**config.mk**
```make
export PLATFORM = sky130hd
export DESIGN_NAME = line_rx_queue
export DESIGN_NICKNAME = d
export VERILOG_FILES = /design/src/rtl/lrq_pkg.sv /design/src/rtl/lrq_store.sv /design/src/rtl/lrq_ptrs.sv /design/src/rtl/lrq_status.sv /design/src/rtl/line_rx_queue.sv
export SDC_FILE = /design/constraint.sdc
export NUM_CORES = 1
export LEC_CHECK = 0
export ABC_AREA = 1
export BUFFER_PORTS_ARGS = -buffer_cell sky130_fd_sc_hd__buf_2
export CORE_UTILIZATION = 63
export DETAILED_ROUTE_END_ITERATION = 16
export PLACE_DENSITY_LB_ADDON = 0.15
export SYNTH_ARGS = -nofsm -noshare
export SYNTH_HDL_FRONTEND = slang
export SYNTH_SLANG_ARGS = --single-unit
```
**constraint.sdc**
```tcl
create_clock -name clk -period 4.9 [get_ports clk]
set_input_delay 0.245 -clock clk [delete_from_list [all_inputs] [get_ports clk]]
set_output_delay 0.245 -clock clk [all_outputs]
set_load 0.02 [all_outputs]
```
**src/rtl/lrq_pkg.sv**
```systemverilog
package lrq_pkg;
  localparam int CHAR_W = 8;
  localparam int LINE_W = 2;
  localparam int WORD_W = 16;

  typedef struct packed {
    logic [LINE_W-1:0] line;
    logic [CHAR_W-1:0] ch;
  } rx_entry_t;

  localparam int ENTRY_W = $bits(rx_entry_t);

  // Valid at bit 15, line at 9:8, character at 7:0.
  function automatic logic [WORD_W-1:0] fmt_word(input logic v, input rx_entry_t e);
    logic [WORD_W-1:0] w;
    w = '0;
    if (v) begin
      w[WORD_W-1] = 1'b1;
      w[CHAR_W +: LINE_W] = e.line;
      w[CHAR_W-1:0] = e.ch;
    end
    return w;
  endfunction
endpackage

```
**src/rtl/lrq_store.sv**
```systemverilog
module lrq_store
  import lrq_pkg::*;
#(
  parameter int DEPTH = 64,
  localparam int AW = $clog2(DEPTH)
) (
  input  logic          clk,
  input  logic          wr_en,
  input  logic [AW-1:0] wr_addr,
  input  rx_entry_t     wr_data,
  input  logic [AW-1:0] rd_addr,
  output rx_entry_t     rd_data
);
  rx_entry_t mem [DEPTH];

  always_ff @(posedge clk) begin
    if (wr_en) mem[wr_addr] <= wr_data;
  end

  assign rd_data = mem[rd_addr];
endmodule

```
**src/rtl/lrq_ptrs.sv**
```systemverilog
module lrq_ptrs
  import lrq_pkg::*;
#(
  parameter int DEPTH = 64,
  parameter int LOW_LINE = 3,
  localparam int AW = $clog2(DEPTH),
  localparam int HALF = DEPTH / 2
) (
  input  logic              clk,
  input  logic              rst_n,
  input  logic              push_valid,
  input  logic [LINE_W-1:0] push_line,
  input  logic              pop_req,
  output logic              wr_en,
  output logic [AW-1:0]     wr_addr,
  output logic [AW-1:0]     rd_addr,
  output logic              nonempty,
  output logic              overrun
);
  logic [AW-1:0] wr_q, rd_q, wr_d, rd_d, level;
  logic          low_drop, pop_acc;

  assign level    = wr_q - rd_q;   // modulo capacity
  assign nonempty = (level != '0);
  assign low_drop = (push_line == LINE_W'(LOW_LINE)) && ({1'b0, level} > (AW+1)'(HALF));
  assign wr_en    = push_valid && !low_drop;
  assign pop_acc  = pop_req && nonempty;
  assign wr_d     = wr_en   ? wr_q + 1'b1 : wr_q;
  assign rd_d     = pop_acc ? rd_q + 1'b1 : rd_q;
  assign wr_addr  = wr_q;
  assign rd_addr  = rd_q;

  always_ff @(posedge clk) begin
    if (!rst_n) begin
      wr_q    <= '0;
      rd_q    <= '0;
      overrun <= 1'b0;
    end else begin
      wr_q    <= wr_d;
      rd_q    <= rd_d;
      overrun <= wr_en && (wr_d == rd_d);
    end
  end

  assert_empty_read_hold_R4: assert property (@(posedge clk) disable iff (!rst_n)
    (!nonempty && pop_req && !push_valid) |=> (rd_q == $past(rd_q) && !nonempty));

  assert_low_line_drop_R5: assert property (@(posedge clk) disable iff (!rst_n)
    (push_valid && push_line == LINE_W'(LOW_LINE) && level > AW'(HALF) && !pop_req)
      |=> (level == $past(level)));

  assert_overrun_empty_R9: assert property (@(posedge clk) disable iff (!rst_n)
    overrun |-> !nonempty);

  assert_push_pop_level_R10: assert property (@(posedge clk) disable iff (!rst_n)
    (wr_en && pop_acc) |=> (level == $past(level)));
endmodule

```
**src/rtl/lrq_status.sv**
```systemverilog
module lrq_status (
  input  logic clk,
  input  logic rst_n,
  input  logic scan_en,
  input  logic rx_ie,
  input  logic nonempty,
  input  logic rd_strobe,
  output logic rx_done,
  output logic rx_irq
);
  always_ff @(posedge clk) begin
    if (!rst_n)         rx_done <= 1'b0;
    else if (rd_strobe) rx_done <= 1'b0;
    else                rx_done <= scan_en && nonempty;
  end

  assign rx_irq = rx_done && rx_ie;

  assert_read_clears_done_R8: assert property (@(posedge clk) disable iff (!rst_n)
    rd_strobe |=> !rx_done);

  assert_done_has_cause_R6: assert property (@(posedge clk) disable iff (!rst_n)
    $rose(rx_done) |-> ($past(scan_en) && $past(nonempty)));
endmodule

```
**src/rtl/line_rx_queue.sv**
```systemverilog
module line_rx_queue
  import lrq_pkg::*;
#(
  parameter int DEPTH = 64,
  parameter int LOW_LINE = 3
) (
  input  logic              clk,
  input  logic              rst_n,
  input  logic              in_valid,
  input  logic [LINE_W-1:0] in_line,
  input  logic [CHAR_W-1:0] in_char,
  input  logic              rd_strobe,
  output logic [WORD_W-1:0] rd_word,
  input  logic              scan_en,
  input  logic              rx_ie,
  output logic              rx_done,
  output logic              rx_irq,
  output logic              overrun
);
  localparam int AW = $clog2(DEPTH);

  logic          wr_en, nonempty;
  logic [AW-1:0] wr_addr, rd_addr;
  rx_entry_t     wr_data, head;

  assign wr_data = '{line: in_line, ch: in_char};

  lrq_ptrs #(.DEPTH(DEPTH), .LOW_LINE(LOW_LINE)) u_ptrs (
    .clk(clk), .rst_n(rst_n), .push_valid(in_valid), .push_line(in_line),
    .pop_req(rd_strobe), .wr_en(wr_en), .wr_addr(wr_addr), .rd_addr(rd_addr),
    .nonempty(nonempty), .overrun(overrun)
  );

  lrq_store #(.DEPTH(DEPTH)) u_store (
    .clk(clk), .wr_en(wr_en), .wr_addr(wr_addr), .wr_data(wr_data),
    .rd_addr(rd_addr), .rd_data(head)
  );

  lrq_status u_status (
    .clk(clk), .rst_n(rst_n), .scan_en(scan_en), .rx_ie(rx_ie),
    .nonempty(nonempty), .rd_strobe(rd_strobe), .rx_done(rx_done), .rx_irq(rx_irq)
  );

  assign rd_word = fmt_word(nonempty, head);

  assert_word_layout_R2: assert property (@(posedge clk) disable iff (!rst_n)
    rd_word[15] |-> (rd_word[14:10] == 5'b0));

  assert_empty_word_zero_R4: assert property (@(posedge clk) disable iff (!rst_n)
    !rd_word[15] |-> (rd_word == '0));
endmodule

```
# After elaboration in Yosys (flattened, before gate mapping)
# Memories as Yosys holds them, arrays and structs flattened. A register that Yosys moved wholly into a read port is not among the register bits.
# Cells that the tools add are included.
# Widths: inputs -> output; s select.
word_totals:
  reg_bits: 14
  ramBits: 640
  input_bits: 16
  output_inout_bits: 19
  word_cells: 28
  memories: 1
mem_list:
  columns: ["name", "depth", "word_bits", "read_ports", "rd_ports_with_merged_regs", "wr", "line", "source"]
  rows:
  - ["u_store.mem", 64, 10, 1, 1, 1, "lrq_store.sv:14", "rx_entry_t mem [DEPTH];"]
op_classes:
  add_sub_neg: 3
  order_cmp: 1
  eq_ne: 2
  muxes: 7
  n_bitwise: 1
  n_reduce_logical: 9
ops:
  columns: ["op", "count"]
  rows:
  - ["$mux 6", 3]
  - ["$add 6x1->6 const B", 2]
  - ["$mux 10", 1]
  - ["$eq 6x6->1", 1]
  - ["$gt 6x6->1 const B", 1]
  - ["$logic_and 1x1->1", 6]
  - ["$reduce_bool 6->1", 1]
  - ["$sub 6x6->6", 1]
  - ["$mux 1", 3]
  - ["$eq 2x2->1 const B", 1]
  - ["$reduce_or 2->1", 1]
  - ["$logic_not 1->1", 1]
  - ["$not 1->1", 1]

# Depth between registers and ports, before layout
# Gate-level depths: netlist of run 1.
logic_depth:
  word_depth: 8
  depth_mapped: 21
  depth_no_buf: 20

# Hierarchy
# A second synthesis of run 1 with hierarchy kept.
hier_totals:
  cells_unflattened: 2438
  area_unflattened_um2: 27561.4
by_module_without_submodules:
  columns: ["mod", "n_inst", "cells_each", "area_per_inst_um2", "seq_area_each_um2"]
  rows:
  - ["lrq_store", 1, 2223, 26236.4, 19218.4]
  - ["lrq_ptrs", 1, 180, 1144.8, 260.2]
  - ["line_rx_queue", 1, 28, 135.1, 0.0]
  - ["lrq_status", 1, 7, 45.0, 20.0]

# Worst setup path before layout of run 1
# OpenSTA, ideal clock, no wires.
synth_timing:
  path_kind: "register to register"
  startpoint: "register u_ptrs.rd_q[1] (netlist: u_ptrs.rd_addr[1])"
  endpoint: "memory u_store.mem[7][0] in the netlist's numbering (enable)"
  setup_time_ns: 0.404
  arrival_ns: 3.276
  required_time_ns: 4.496
  slack_ns: 1.220
  path_stages_with_launch: 17
  path_buffers: 3
  synth_period_minus_slack_ns: 3.680
  path_cell_list: "dfxtp_1 -> inv_1 -> buf_2 -> clkbuf_1 -> fa_1 -> inv_1 -> nand2_1 -> a21oi_2 -> nand2_1 -> nor2_2 -> nand2_2 -> nand3_4 -> nand2_4 -> buf_6 -> nor2_1 -> inv_1 -> nor4_1"
synth_between:
  elab_chain_cells: 7
synth_lines:
  columns: ["element", "line", "source"]
  rows:
  - ["start, declared", "lrq_ptrs.sv:20", "logic [AW-1:0] wr_q, rd_q, wr_d, rd_d, level;"]
  - ["start signal, assigned", "lrq_ptrs.sv:40", "rd_q <= rd_d;"]
  - ["$sub 6x6->6", "lrq_ptrs.sv:23", "assign level = wr_q - rd_q;"]
  - ["$gt 6x6->1", "lrq_ptrs.sv:25", "assign low_drop = (push_line == LINE_W'(LOW_LINE)) && ({1'b0, level} > (AW+1)'(HALF));"]
  - ["$logic_and 1x1->1", "lrq_ptrs.sv:25", null]
  - ["$logic_not 1->1", "lrq_ptrs.sv:26", "assign wr_en = push_valid && !low_drop;"]
  - ["$logic_and 1x1->1", "lrq_ptrs.sv:26", null]
  - ["$mux 1", "lrq_store.sv:17", "if (wr_en) mem[wr_addr] <= wr_data;"]
  - ["$mux 1 (implied by the code)", "lrq_store.sv:17", null]
  - ["end, declared", "lrq_store.sv:14", null]
# Every way passes these cells.

# Worst setup path in the final report of run 1
layout_timing:
  startpoint: "register u_ptrs.rd_q[0] (netlist: u_ptrs.rd_addr[0])"
  endpoint: "output port rd_word[7]"
layout_between:
  elab_chain_cells: 3
layout_lines:
  columns: ["element", "line", "source"]
  rows:
  - ["$sub 6x6->6", "lrq_ptrs.sv:23", null]
  - ["$reduce_bool 6->1", "lrq_ptrs.sv:24", "assign nonempty = (level != '0);"]
  - ["$mux 10", "lrq_pkg.sv:17", "if (v) begin"]
  - ["end, declared", "line_rx_queue.sv:13", "output logic [WORD_W-1:0] rd_word,"]
# Every way passes these cells.

==> results, run 1 <==
- Among all stages on the critical path, the largest delay is contributed by sky130_fd_sc_hd__buf_4.
- The setup TNS after final layout is 0 ps.
- The critical path launch point is u_ptrs.rd_addr[0]$_SDFF_PN0_.
- The layout net count is 2,176.
- The final route contains ~18,000 vias.
- For this design the ratio of total power to cell area is 427.7 nW/µm².
- The total number of H-tree levels is 3.
- The number of synthesis warnings is 0.
- Sorting the synthesized cells by area gives the leading types as sky130_fd_sc_hd__edfxtp_1 73%, sky130_fd_sc_hd__o21ai_0 6.6%, sky130_fd_sc_hd__nor2_1 6.3%, sky130_fd_sc_hd__nand2_1 2.5%, sky130_fd_sc_hd__o22ai_1 1.9%.
- Sequential cells were found to cover around three quarters of the synthesized design area.
- At the worst endpoint, the arrival time is 4400 ps.
- The leakage power of the design is 9.788 nW.
- The first TritonRoute pass finished after 8 iterations.
- The count of buffers added on input and output ports is 29.
- The startpoint of the worst-slack reg-to-reg timing path is u_ptrs.wr_addr[0]$_SDFF_PN0_.
- Dividing the detail-routed wire length by the instance count gives 24.98 µm.
- The number of placed cells counting well taps is ~2,600.
- The initial antenna violation count is 1.
- In this run the post-CTS setup repair buffer count came out at 0.
- The finished layout holds approximately 2,700 standard cells, fillers aside.
- Clock-pin slew was measured on the worst setup and hold paths at 60 ps.
- At the pin with the least slew margin, the transition time is 1185 ps.
- The worst setup path is of the reg -> out kind.
- The cell type with the largest total area after synthesis is sky130_fd_sc_hd__edfxtp_1.
- Overall power consumption after layout is estimated at between 0.01 and 0.015 W.
- The capture instance of the worst register-to-register path is u_store.mem[12][3]$_DFFE_PP_.
- The number of max-slew violations in the final report is 0.
- The combined area of all synthesized cells is around 26,000 µm².
- The die is a little over 200 µm wide.
- The switching share of power is 25.85%.
- The floorplan die height is a little over 200 µm.
- The worst hold path depth is 3.
- Yosys mapped a number of flops with a built-in enable equal to 640.
- The floorplan step defined a die boundary enclosing 42,720 µm².
- TritonCTS built the clock tree.
- The register-to-register path setup slack is between 900 and 1000 ps.
- 0 antenna diodes ended up in the layout.
- In this run the count of I/O pins placed on the die edge is 35.
- Cell internal power was estimated by the tool at ~0.0093 W.
- The tightest min-delay check is of the in -> reg type.
- The area of the core is 41,110 µm².
- The signal on the critical path passes through buf_12 -> buf_4 -> nor2_1 -> o22ai_1 -> nand2_1 -> a31oi_1 -> nor2_1 -> a21oi_1 -> buf_2.
- The number of global-route vias before repair is 16,930.
- STA classifies the critical path startpoint as a register.
- In this design, the stage delay of the slowest critical-path cell is 850 ps.
- The final period demand of the worst path is 4641 ps.
- After synthesis, the mean cell area works out to roughly 13 µm².
- The post-synthesis sequential element count is 654.
- The nature of the critical path endpoint is an output port.
- After the first detailed-routing iteration, the DRC count stood at 2,444.
- The clock root buffer is sky130_fd_sc_hd__clkbuf_16.
- The share of total power in combinational logic is 12.9%.
- The final HPWL from detailed placement is approximately 38,000 µm.
- The first global-routing pass estimated between 100,000 and 150,000 µm of wire.
- CTS saw between 600 and 700 sinks.
- The area growth from synthesis to layout is 11.22%.
- Clock latency on the worst-skew pair, taken at its later pin, is 580 ps.
- After global routing the overflow that remains totals 0.
- Once the floorplan was initialized, standard cells occupied between 60% and 70% of the core.
- For this design, the CTS-stage hold fixing added 2 buffers.
- The number of failing hold endpoints at the final stage came to 0.
- For the final database, setup skew stands at 14.22 ps.
- The data required time of the worst path is about 4700 ps.
- The post-route netlist has 10.31% of its cells at a drive strength greater than 1.
- Global routing used 32.68% of the available tracks across all layers.
- The portion of synthesized cell area occupied by the leading cell type is 72.81%.
- The most critical setup path has its endpoint at rd_word[7].
- The count of maximum capacitance violations is 0.
- The final period utilization is 94.72%.
- The flow ran to the end, and the final reports show no timing, DRC or antenna violations.
- Of the total power, the clock network draws 37.4%.
- The worst pin sits at a relative slew slack of a little over a fifth.
- The maximum vdd ir drop is between 300 and 400 µV.
- The congestion estimate from routability-driven global placement came to 0.8711.
- The reported net switching power is 0.003246 W.
- Synthesis handed over a netlist of 2,101 instances.
- The tightest hold margin is 68.41 ps.
- The number of cells on the worst reg-to-reg path is 16.
- The upper clock frequency limit is roughly 0.22 GHz.
- In this run the remaining antenna-violating nets after routing total 0.
- Setup repair after global routing left no endpoint under its margin.
- The commonest register cell after synthesis is sky130_fd_sc_hd__edfxtp_1.
- The count of instances resized after the clock tree is built is 0.
- The initialized floorplan defines 74 standard-cell rows.
- For this run, asynchronously set or reset flops after synthesis account for 0%.
- The final wirelength is a little under 70,000 µm.
- Using the TritonRoute via totals, the vias-per-cell ratio works out to 6.491.
- Sequential cells account for 49.7% of the total power.
- The cell that appears most often on the critical path is sky130_fd_sc_hd__nor2_1.
- The final count of negative-setup-slack endpoints is 0.
- The number of CTS-inserted buffers is 67.
- In this run the worst path has a maximum fanout of 243.
- The largest net degree at the start of global routing is ~240.
- Counting distinct cell types in the post-synthesis netlist gives 38.
- By count the netlist is led by 640 x sky130_fd_sc_hd__edfxtp_1, 441 x sky130_fd_sc_hd__nor2_1, 350 x sky130_fd_sc_hd__o21ai_0, 173 x sky130_fd_sc_hd__nand2_1, 103 x sky130_fd_sc_hd__clkbuf_1.
- Yosys instantiated no cell more often than sky130_fd_sc_hd__edfxtp_1.
- The largest buffer count on any clock path is 3.
- After detailed routing, the number of remaining DRC violations is 0.
==> layout by cell type (no fill, tap or decap), types with 29 or more instances in the layout <==
master	count
sky130_fd_sc_hd__buf_2	29
sky130_fd_sc_hd__o21ai_0	350
sky130_fd_sc_hd__nor2_1	440
sky130_fd_sc_hd__o221ai_1	47
sky130_fd_sc_hd__nand2_1	173
sky130_fd_sc_hd__nand3_1	69
sky130_fd_sc_hd__edfxtp_1	640
sky130_fd_sc_hd__o22ai_1	80
sky130_fd_sc_hd__clkbuf_16	69
sky130_fd_sc_hd__buf_4	89
==> critical path, delay by kind of cell (launching register included) <==
family          cells  cell delay (ps)
buf+inv             3             1810
simple gates        3              370
compound gates      3              940
flops               1              360
==> sequential cells by signal (all words and copies together) (netlist names) <==
register          count
u_ptrs.rd_addr        6
u_status.rx_done      1
u_ptrs.wr_addr        6
u_ptrs.overrun        1
u_store.mem         640
==> logic make-up after synthesis <==
logic type	synth area share, %
AO/OA/AOI/OAI	11.84
XOR/XNOR	0.2323
adder cells (fa/ha/maj)	0.4076
buffers and inverters	2.759
flip-flops	73.87
other	0.01421
AND/OR/NAND/NOR	10.88
==> how the worst min path moves through the flow <==
stage | start | endpoint | slack [ps]
after floorplan | in_char[0] | u_store.mem[0][0]$_DFFE_PP_ | 340
after global placement | scan_en | u_status.rx_done$_SDFF_PP0_ | 490
after detailed placement | scan_en | u_status.rx_done$_SDFF_PP0_ | 510
after CTS | rd_strobe | u_ptrs.rd_addr[2]$_SDFF_PN0_ | 50
after global routing | rd_strobe | u_ptrs.rd_addr[2]$_SDFF_PN0_ | 90
final | rd_strobe | u_ptrs.rd_addr[2]$_SDFF_PN0_ | 70
==> power groups by stage <==
stage | combinational, W | sequential [W] | clock (W)
after global placement | 0.00155 | 0.00635 | 0
final | 0.00162 | 0.00624 | 0.00470
after global routing | 0.00175 | 0.00624 | 0.00494
after detailed placement | 0.00159 | 0.00636 | 0
after CTS | 0.00160 | 0.00624 | 0.00474
after floorplan | 0.00101 | 0.00634 | 0
==> metrics by stage <==
stage	area (µm²)	worst slack, ps	utilization (%)
after global placement	27350	1051	66.54
final	29360	258.7	71.41
after CTS	29360	329.3	71.41
after detailed placement	27350	924.2	66.54
after floorplan	26410	1220	-
after global routing	29360	153.3	71.41
==> layer usage <==
metal	vias to the layer above	wire length, µm	GRT usage [%]
met3	156	6832	5.086
met5	-	0	0
met4	0	2667	14.08
li1	7843	-	-
met1	8654	26780	46.38
met2	1086	32000	50.92
==> layout make-up <==
type                       instances  area (µm²)
sequential                       654       19510
inverter                          33       133.9
tap                              532       665.6
fill                            2802       11750
multi-input combinational       1274        6192
clock inverter                    27       173.9
timing repair buffer             122       873.3
clock buffer                      91        1809
(Power assumes the default switching activity.)
==> inputs of run 2 (changes only) <==
Settings changed: ABC_CLOCK_PERIOD_IN_PS set to 4900, CTS_BUF_LIST set to sky130_fd_sc_hd__clkbuf_4 sky130_fd_sc_hd__clkbuf_8 sky130_fd_sc_hd__clkbuf_16, RECOVER_POWER set to 25.
==> run 2 against run 1 <==
  * The run now ends with capacitance limit, slew limit left
  * Wire length rose by 0.11%
  * Clock-buffer cell count did not move
  * Combinational power barely moved
  * Critical path type unchanged
  * Critical endpoint is now rd_word[9]
  * Largest power group unchanged
==> results, run 2 (synthesis results as in run 1) <==
- The startpoint identified for the worst register-to-register timing path is u_ptrs.wr_addr[0]$_SDFF_PN0_.
- The largest net degree at the start of global routing is 244 (unchanged).
- The register with the most flip-flops is u_store.mem.
- The post-detailed-route count of antenna-violating nets is 0 (unchanged).
- The clock share of power is 38.0% (+0.6 points).
- The area of the core was 41,110 µm² (unchanged).
- The tightest hold margin is 69.68 ps (+1.264 ps).
- The number of global-route vias before repair is 16,960 (+0.18%).
- The worst clock skew was 13.42 ps (-0.8042 ps).
- The upper clock frequency limit is 0.2193 GHz (+1.8%).
- The number of top-level pins was 35 (unchanged).
- The highest-delay cell along the critical path is sky130_fd_sc_hd__buf_4.
- The post-layout instance count excluding filler cells is 2,733 (unchanged).
- The count of buffers from port buffering is 29 (unchanged).
- The clock root buffer is sky130_fd_sc_hd__clkbuf_16.
- The share of cells above drive strength 1 is 10.90% (+0.59 points).
- The number of flip-flops under the largest register name is 640 (unchanged).
- The number of placed cells counting well taps is 2,613 (unchanged).
- The critical path starts at u_ptrs.rd_addr[1]$_SDFF_PN0_.
- The final estimated routing congestion in global placement is 0.8711 (unchanged).
- The transition time of the tightest slew-check pin came to 3536 ps (+2351 ps).
- The antenna cell count was 0 (unchanged).
- The final period utilization is 93.04% (-1.7 points).
- The largest driver fanout on the critical path is 101 (-58%).
- The floorplan die area is 42,720 µm² (unchanged).
- The global-route congestion overflow total is 0 (unchanged).
- The run finished, with violations left.
- The final count of negative-setup-slack endpoints is 0 (unchanged).
- STA classifies the critical path startpoint as a register.
- The post-CTS setup repair buffer count came to 0 (unchanged).
- The start-to-end type of the worst setup path is reg -> out.
- The initial antenna violation count is 1 (unchanged).
- The detailed-route vias per instance is 6.482 (-0.14%).
- The final HPWL from detailed placement is 37,520 µm (unchanged).
- The effective utilization at floorplan was 64.21% (unchanged).
- The internal power contribution is 0.009441 W (+1.4%).
- The combined buffer and inverter count along the critical path is 4 (+1).
- The endpoint arrival time on the critical path was 4310 ps (-90 ps).
- The data required time of the worst path is 4660 ps (about the same).
- The count of routing violations after the opening detailed-route iteration is 2,305 (-5.7%).
- The nature of the critical path endpoint is an output port.
- The switching share of power came to 25.55% (-0.30 points).
- The final wirelength is 68,360 µm (+0.11%).
- The worst slew margin relative to its limit is -135.8% (-160 points).
- The startpoint identified for the worst hold timing path is rd_strobe.
- The routed length per placed instance is 25.01 µm (+0.11%).
- The largest buffer count on any clock path is 3 (unchanged).
- The count of vias placed by the detailed router is 17,710 (-0.14%).
- The reported net switching power is 0.003240 W (-0.18%).
- The share of total power in combinational logic is 12.7% (-0.2 points).
- The final reports fail on capacitance limit, slew limit.
- The maximum vdd ir drop was 309.8 µV (+0.31%).
- The clock tree from TritonCTS is done.
- The power per standard cell area was 431.2 nW/µm² (+0.82%).
- The number of failing hold endpoints at the final stage is 0 (unchanged).
- The total number of H-tree levels is 3 (unchanged).
- The clock-pin transition on the worst setup and hold timing paths is 60 ps (about the same).
- The number of max-slew violations in the final report is 520 (+520).
- The setup TNS after final layout was 0 ps (unchanged).
- The top cell types in the final layout, fill and taps aside, are 640 x sky130_fd_sc_hd__edfxtp_1, 440 x sky130_fd_sc_hd__nor2_1, 350 x sky130_fd_sc_hd__o21ai_0.
- The layout net count is 2,176 (unchanged).
- The worst-skew pair later-pin latency is 580 ps (about the same).
- The DRC violation count after routing is 0 (unchanged).
- The signal on the critical path passes through inv_4 -> buf_4 -> buf_4 -> o21ai_0 -> o22ai_1 -> nand2_1 -> nand3_1 -> o2111ai_1 -> nand3_1 -> o21ai_0 -> nor2_1 -> buf_2.
- The final core utilization is 71.53% (+0.12 points).
- The combined global-route utilization of all metal layers was 32.71% (about the same).
- The number of core rows is 74 (unchanged).
- The number of CTS-inserted buffers came to 67 (unchanged).
- The number of optimization iterations in the first detailed-route pass is 7 (-1).
- The final period demand of the worst path came to 4559 ps (-82.30 ps).
- The category of cells accounting for the largest share of critical-path delay is buffers and inverters.
- The total clock sinks was 654 (unchanged).
- The sequential fraction of design power came to 49.3% (-0.4 points).
- The horizontal die dimension was 206.7 µm (unchanged).
- The count of instances resized after the clock tree is built was 0 (unchanged).
- Compared with the post-synthesis result, the final layout area differs by 11.41%.
- Setup repair after global routing left no endpoint under its margin.
- The global-route wire length before repair is 101,800 µm (+0.10%).
- The count of maximum capacitance violations was 8 (+8).
- The type of the tightest min-delay check is in -> reg.
- The floorplan die height came to 206.7 µm (unchanged).
- The hold buffer count at cts is 2 (unchanged).
- The leakage power of the design came to 9.831 nW (+0.44%).
- The delay of the slowest critical-path stage is 910 ps (+60 ps).
- The most common cell after layout, fill and taps aside is sky130_fd_sc_hd__edfxtp_1.
run 2: path summary, 6_finish.rpt:
path         cells after the start                      endpoint  slack, ps
max                             12                    rd_word[9]        340
max reg2reg                     16  u_store.mem[12][5]$_DFFE_PP_        940
min reg2reg                      3  u_ptrs.wr_addr[0]$_SDFF_PN0_        670
min                              3  u_ptrs.rd_addr[2]$_SDFF_PN0_         70
run 2: power by group through the flow:
| stage | Combinational (W) | Clock, W | Sequential [W] |
|---|---|---|---|
| 3_3_place_gp | 0.00155 | 0 | 0.00635 |
| 2_1_floorplan | 0.00101 | 0 | 0.00634 |
| 5_1_grt | 0.00175 | 0.00507 | 0.00625 |
| 6_report | 0.00161 | 0.00482 | 0.00625 |
| 4_1_cts | 0.00159 | 0.00486 | 0.00624 |
| 3_5_place_dp | 0.00159 | 0 | 0.00636 |
run 2: final cells by class:
class | instances | area (µm²)
clock buffers | 91 | 1892
clock inverters | 27 | 173.9
fillers | 2785 | 11700
inverters | 33 | 133.9
multi-input cells | 1274 | 6192
flip-flops and latches | 654 | 19510
well taps | 532 | 665.6
repair buffers | 122 | 842.1
run 2: layer usage:
layer / share of wire [%] / track usage (%) / routed length [µm]
met5: 0 / 0 / 0
met4: 4.0 / 14.29 / 2727
met3: 10 / 5.133 / 7007
met2: 47 / 50.76 / 31880
met1: 39 / 46.47 / 26740
run 2: stage by stage:
step	worst slack, ps	total power (W)	instance area [µm²]
global placement	1051	0.007900	27350
detailed placement	924.2	0.007941	27350
global route	126.5	0.01307	29410
finish	341.0	0.01268	29410
CTS	325.5	0.01269	29440
floorplan	1220	0.007343	26410
run 2: worst reg2reg max path, stage by stage (launching register included):
cell and delay (ps):
sky130_fd_sc_hd__dfxtp_1 430, sky130_fd_sc_hd__inv_1 190, sky130_fd_sc_hd__ha_1 220, sky130_fd_sc_hd__inv_1 110
sky130_fd_sc_hd__fa_1 420, sky130_fd_sc_hd__inv_1 80, sky130_fd_sc_hd__nand2_1 60, sky130_fd_sc_hd__a21oi_2 120
sky130_fd_sc_hd__nand2_1 90, sky130_fd_sc_hd__nor2_2 90, sky130_fd_sc_hd__nand2_2 90, sky130_fd_sc_hd__nand3_4 110
sky130_fd_sc_hd__nand2_4 130, sky130_fd_sc_hd__inv_2 150, sky130_fd_sc_hd__nand4_1 350, sky130_fd_sc_hd__buf_4 290
sky130_fd_sc_hd__nor2_1 660
==> inputs of run 3 (changes only) <==
Settings changed: ABC_AREA 1 to 0, CORE_UTILIZATION 63 to 28.
==> run 3 against run 2 <==
  * The run still ends with capacitance limit, slew limit left
  * Largest cell class unchanged
  * Setup slack improved by 82 ps
  * Sequential power about the same
  * Register-to-register slack got worse by 40 ps
  * Power increased by 18%
  * Global-route usage decreased by 18 points
  * Non-clock buffer count increased by 11
  * Sequential share of layout area decreased by 1.4 points
  * Maximum frequency increased by 1.8%
  * Critical endpoint is now rd_word[5]
==> results, run 3 <==
- The overall power of the completed layout is 0.01500 W (+18%).
- The count of instances resized after the clock tree is built is 0 (unchanged).
- The routed length per placed instance came to 27.11 µm (+8.4%).
- The largest driver fanout on the critical path is 47 (-53%).
- The combined area of all synthesized cells is 25,620 µm² (-2.9%).
- The combined global-route utilization of all metal layers came to 14.74% (-18 points).
- In this run the most critical hold path is launched from in_valid.
- The layout net count came to 1,287 (-41%).
- The number of optimization iterations in the first detailed-route pass is 5 (-2).
- The number of top-level pins was 35 (unchanged).
- The number of failing hold endpoints at the final stage is 0 (unchanged).
- The DRC violation count after routing is 0 (unchanged).
- The final estimated routing congestion in global placement came to 0.7487 (-14%).
- The number of cells on the worst reg-to-reg path was 13 (-3).
- The endpoint arrival time on the critical path came to 4230 ps (-80 ps).
- The data required time of the worst path is 4660 ps (about the same).
- The final wirelength is 67,500 µm (-1.3%).
- The post-CTS setup repair buffer count was 0 (unchanged).
- The synthesized area per cell is 22.93 µm² (+83%).
- In this run the worst setup path begins at u_ptrs.rd_addr[1]$_SDFF_PN0_.
- The final HPWL from detailed placement is 40,210 µm (+7.2%).
- The clock-pin transition on the worst setup and hold timing paths was 60 ps (about the same).
- The worst hold path depth is 4 (+1).
- By area the synthesized netlist is led by sky130_fd_sc_hd__edfxtp_1 75%, sky130_fd_sc_hd__mux4_2 18%, sky130_fd_sc_hd__nor2_1 1.2%, sky130_fd_sc_hd__dfxtp_1 1.1%, sky130_fd_sc_hd__clkbuf_1 0.50%.
- The number of core rows came to 110 (+49%).
- The share of cells above drive strength 1 is 34.86% (+24 points).
- The leakage power of the design was 9.219 nW (-6.2%).
- The startpoint identified for the worst register-to-register timing path is u_ptrs.wr_addr[0]$_SDFF_PN0_.
- The placed cell area is 27,760 µm² (+1.5%).
- The worst-skew pair later-pin latency is 600 ps (+20 ps).
- The antenna cell count is 0 (unchanged).
- The area of the core is 90,290 µm² (+120%).
- The worst clock skew was 23.41 ps (+9.989 ps).
- The post-synthesis sequential element count is 654 (unchanged).
- The horizontal die dimension is 304.5 µm (+47%).
- After synthesis, the most frequently instantiated cells are 640 x sky130_fd_sc_hd__edfxtp_1, 210 x sky130_fd_sc_hd__mux4_2, 82 x sky130_fd_sc_hd__nor2_1, 34 x sky130_fd_sc_hd__clkbuf_1.
- The biggest area contributor in the post-synthesis netlist is sky130_fd_sc_hd__edfxtp_1.
- The floorplan die area is 92,710 µm² (+120%).
- The final period utilization was 91.36% (-1.7 points).
- The final count of negative-setup-slack endpoints came to 0 (unchanged).
- The count of buffers from port buffering is 29 (unchanged).
- The number of distinct standard cells referenced by the synthesized netlist is 47 (+24%).
- The run finished, with violations left.
- The upper clock frequency limit is 0.2234 GHz (+1.8%).
- The portion of synthesized cell area occupied by the leading cell type was 75.02% (+2.2 points).
- The capture instance of the worst register-to-register path is u_store.mem[17][4]$_DFFE_PP_.
- The register with the most flip-flops is u_store.mem.
- The final period demand of the worst path is 4477 ps (-82.32 ps).
- The total number of H-tree levels is 3 (unchanged).
- The number of max-slew violations in the final report came to 423 (-19%).
- The tightest hold margin is 76.79 ps (+7.119 ps).
- Leaving out fill and tap cells, the most frequent cell in the layout is sky130_fd_sc_hd__edfxtp_1.
- The global-route congestion overflow total is 0 (unchanged).
- Setup repair after global routing left no endpoint under its margin.
- The largest net degree at the start of global routing is 83 (-66%).
- The area of all placed cells without fillers is 30,060 µm² (+2.2%).
- The detailed-route vias per instance is 4.736 (-27%).
- TritonCTS built the clock tree.
- The checks that failed: capacitance limit, slew limit.
- Relative to the synthesized area, the layout overhead comes to 17.33%.
- The post-detailed-route count of antenna-violating nets is 0 (unchanged).
- The number of flip-flops under the largest register name is 640 (unchanged).
- The initial antenna violation count is 5 (+4).
- In the synthesized netlist the dominant register cell turns out to be sky130_fd_sc_hd__edfxtp_1.
- The final core utilization is 33.29% (-38 points).
- The start-to-end type of the worst setup path is reg -> out.
- The count of maximum capacitance violations is 7 (-1).
- In this run the clock root is driven by a sky130_fd_sc_hd__clkbuf_16.
- The gate count of the mapped netlist is 1,117 (-47%).
- The effective utilization at floorplan is 28.37% (-36 points).
- The number of synthesized flops with an enable pin is 640 (unchanged).
- The register-to-register path setup slack came to 900 ps (-40 ps).
- The transition time of the tightest slew-check pin is 3243 ps (-293.0 ps).
- The hold buffer count at cts is 3 (+1).
- The setup TNS after final layout came to 0 ps (unchanged).
- The count of vias placed by the detailed router was 11,790 (-33%).
- The type of the tightest min-delay check is in -> reg.
- The power per standard cell area is 499.1 nW/µm² (+16%).
- The endpoint of the worst hold path is u_ptrs.wr_addr[2]$_SDFF_PN0_.
- The most numerous cell in the Yosys netlist is sky130_fd_sc_hd__edfxtp_1.
- The number of synthesis warnings is 0 (unchanged).
- The floorplan die height was 304.5 µm (+47%).
- The total clock sinks came to 654 (unchanged).
- The worst slew margin relative to its limit is -116.2% (+20 points).
- The count of routing violations after the opening detailed-route iteration came to 872 (-62%).
- The largest buffer count on any clock path is 3 (unchanged).
- The number of global-route vias before repair is 12,360 (-27%).
- The async set-or-reset flop fraction in the synthesized netlist was 0% (unchanged).
- Leaving out fill and tap cells, the most frequent cells in the layout are 640 x sky130_fd_sc_hd__edfxtp_1, 210 x sky130_fd_sc_hd__mux4_2, 93 x sky130_fd_sc_hd__buf_4.
- The kind of launch point of the worst setup path is a register.
- The maximum vdd ir drop came to 281.3 µV (-9.2%).
- The count of fill cells added during filler insertion is 8,536 (+210%).
- The sequential share of the synthesized area is 76.11% (+2.2 points).
- The global-route wire length before repair was 96,690 µm (-5.0%).
- The nature of the critical path endpoint is an output port.
- The number of CTS-inserted buffers is 72 (+7.5%).
-- run 3: cell types whose count changed after synthesis, moves of 27 or more --
cell and delta:
sky130_fd_sc_hd__o21ai_0 -348, sky130_fd_sc_hd__o22ai_1 -80, sky130_fd_sc_hd__nand2_1 -164, sky130_fd_sc_hd__o221ai_1 -47
sky130_fd_sc_hd__nand3_1 -61, sky130_fd_sc_hd__o2111ai_1 -27, sky130_fd_sc_hd__mux4_2 +210, sky130_fd_sc_hd__clkbuf_1 -69
sky130_fd_sc_hd__nor2_1 -359
-- run 3: final cells by class --
type	count	area (µm²)	share of cell area [%]
well taps	1176	1471	4.895
multi-input cells	394	5823	19.37
flip-flops and latches	654	19510	64.90
clock buffers	91	2014	6.702
clock inverters	34	277.8	0.9241
inverters	8	30.03	0.09990
repair buffers	133	934.6	3.109
-- run 3: logic make-up after synthesis --
| group | count (synthesis) | synth area share [%] |
|---|---|---|
| muxes | 212 | 18.54 |
| other | 1 | 0.01464 |
| buffers and inverters | 73 | 1.236 |
| AOI/OAI and AO/OA | 17 | 0.4738 |
| adders and majority gates | 8 | 0.4200 |
| DFF | 654 | 76.11 |
| and+or+nand+nor | 134 | 2.501 |
| xor gates and xnor gates | 18 | 0.7033 |
-- run 3: critical path, cell delays in order (launching register included) --
cell and delay [ps]:
sky130_fd_sc_hd__dfxtp_4 340, sky130_fd_sc_hd__buf_4 480, sky130_fd_sc_hd__buf_4 740, sky130_fd_sc_hd__mux4_2 480, sky130_fd_sc_hd__mux4_2 540, sky130_fd_sc_hd__mux4_2 510
sky130_fd_sc_hd__nor2b_1 210, sky130_fd_sc_hd__buf_2 230
-- run 3: metrics by stage --
| step | worst slack, ps | cells |
|---|---|---|
| floorplan | 665.1 | 1121 |
| global route | 268.0 | 2490 |
| CTS | 308.5 | 2490 |
| detailed placement | 939.1 | 2362 |
| finish | 423.3 | 2490 |
| global placement | 878.5 | 2362 |
-- run 3: worst max path at each step --
stage,slack (ps),cells after the start,end
finish,420,7,rd_word[5]
global route,270,7,rd_word[5]
CTS,310,7,rd_word[5]
detailed placement,940,13,u_store.mem[25][0]$_DFFE_PP_
global placement,880,13,u_store.mem[57][1]$_DFFE_PP_
floorplan,670,14,u_store.mem[57][0]$_DFFE_PP_
-- run 3: report_power, final --
group | switching (W) | total, W | internal (W)
Sequential | 0.0000271 | 0.00623 | 0.00621
Combinational | 0.00188 | 0.00350 | 0.00162
Clock | 0.00216 | 0.00527 | 0.00311
-- run 3: metal layers --
layer  global-route usage (%)  wire length [µm]  vias to the layer above
met5                        0                 0                        -
met4                    3.747              1024                        0
met3                    2.003              2214                       62
met2                    24.35             33220                      233
met1                    20.49             31040                     6514
li1                         -                 -                     4983
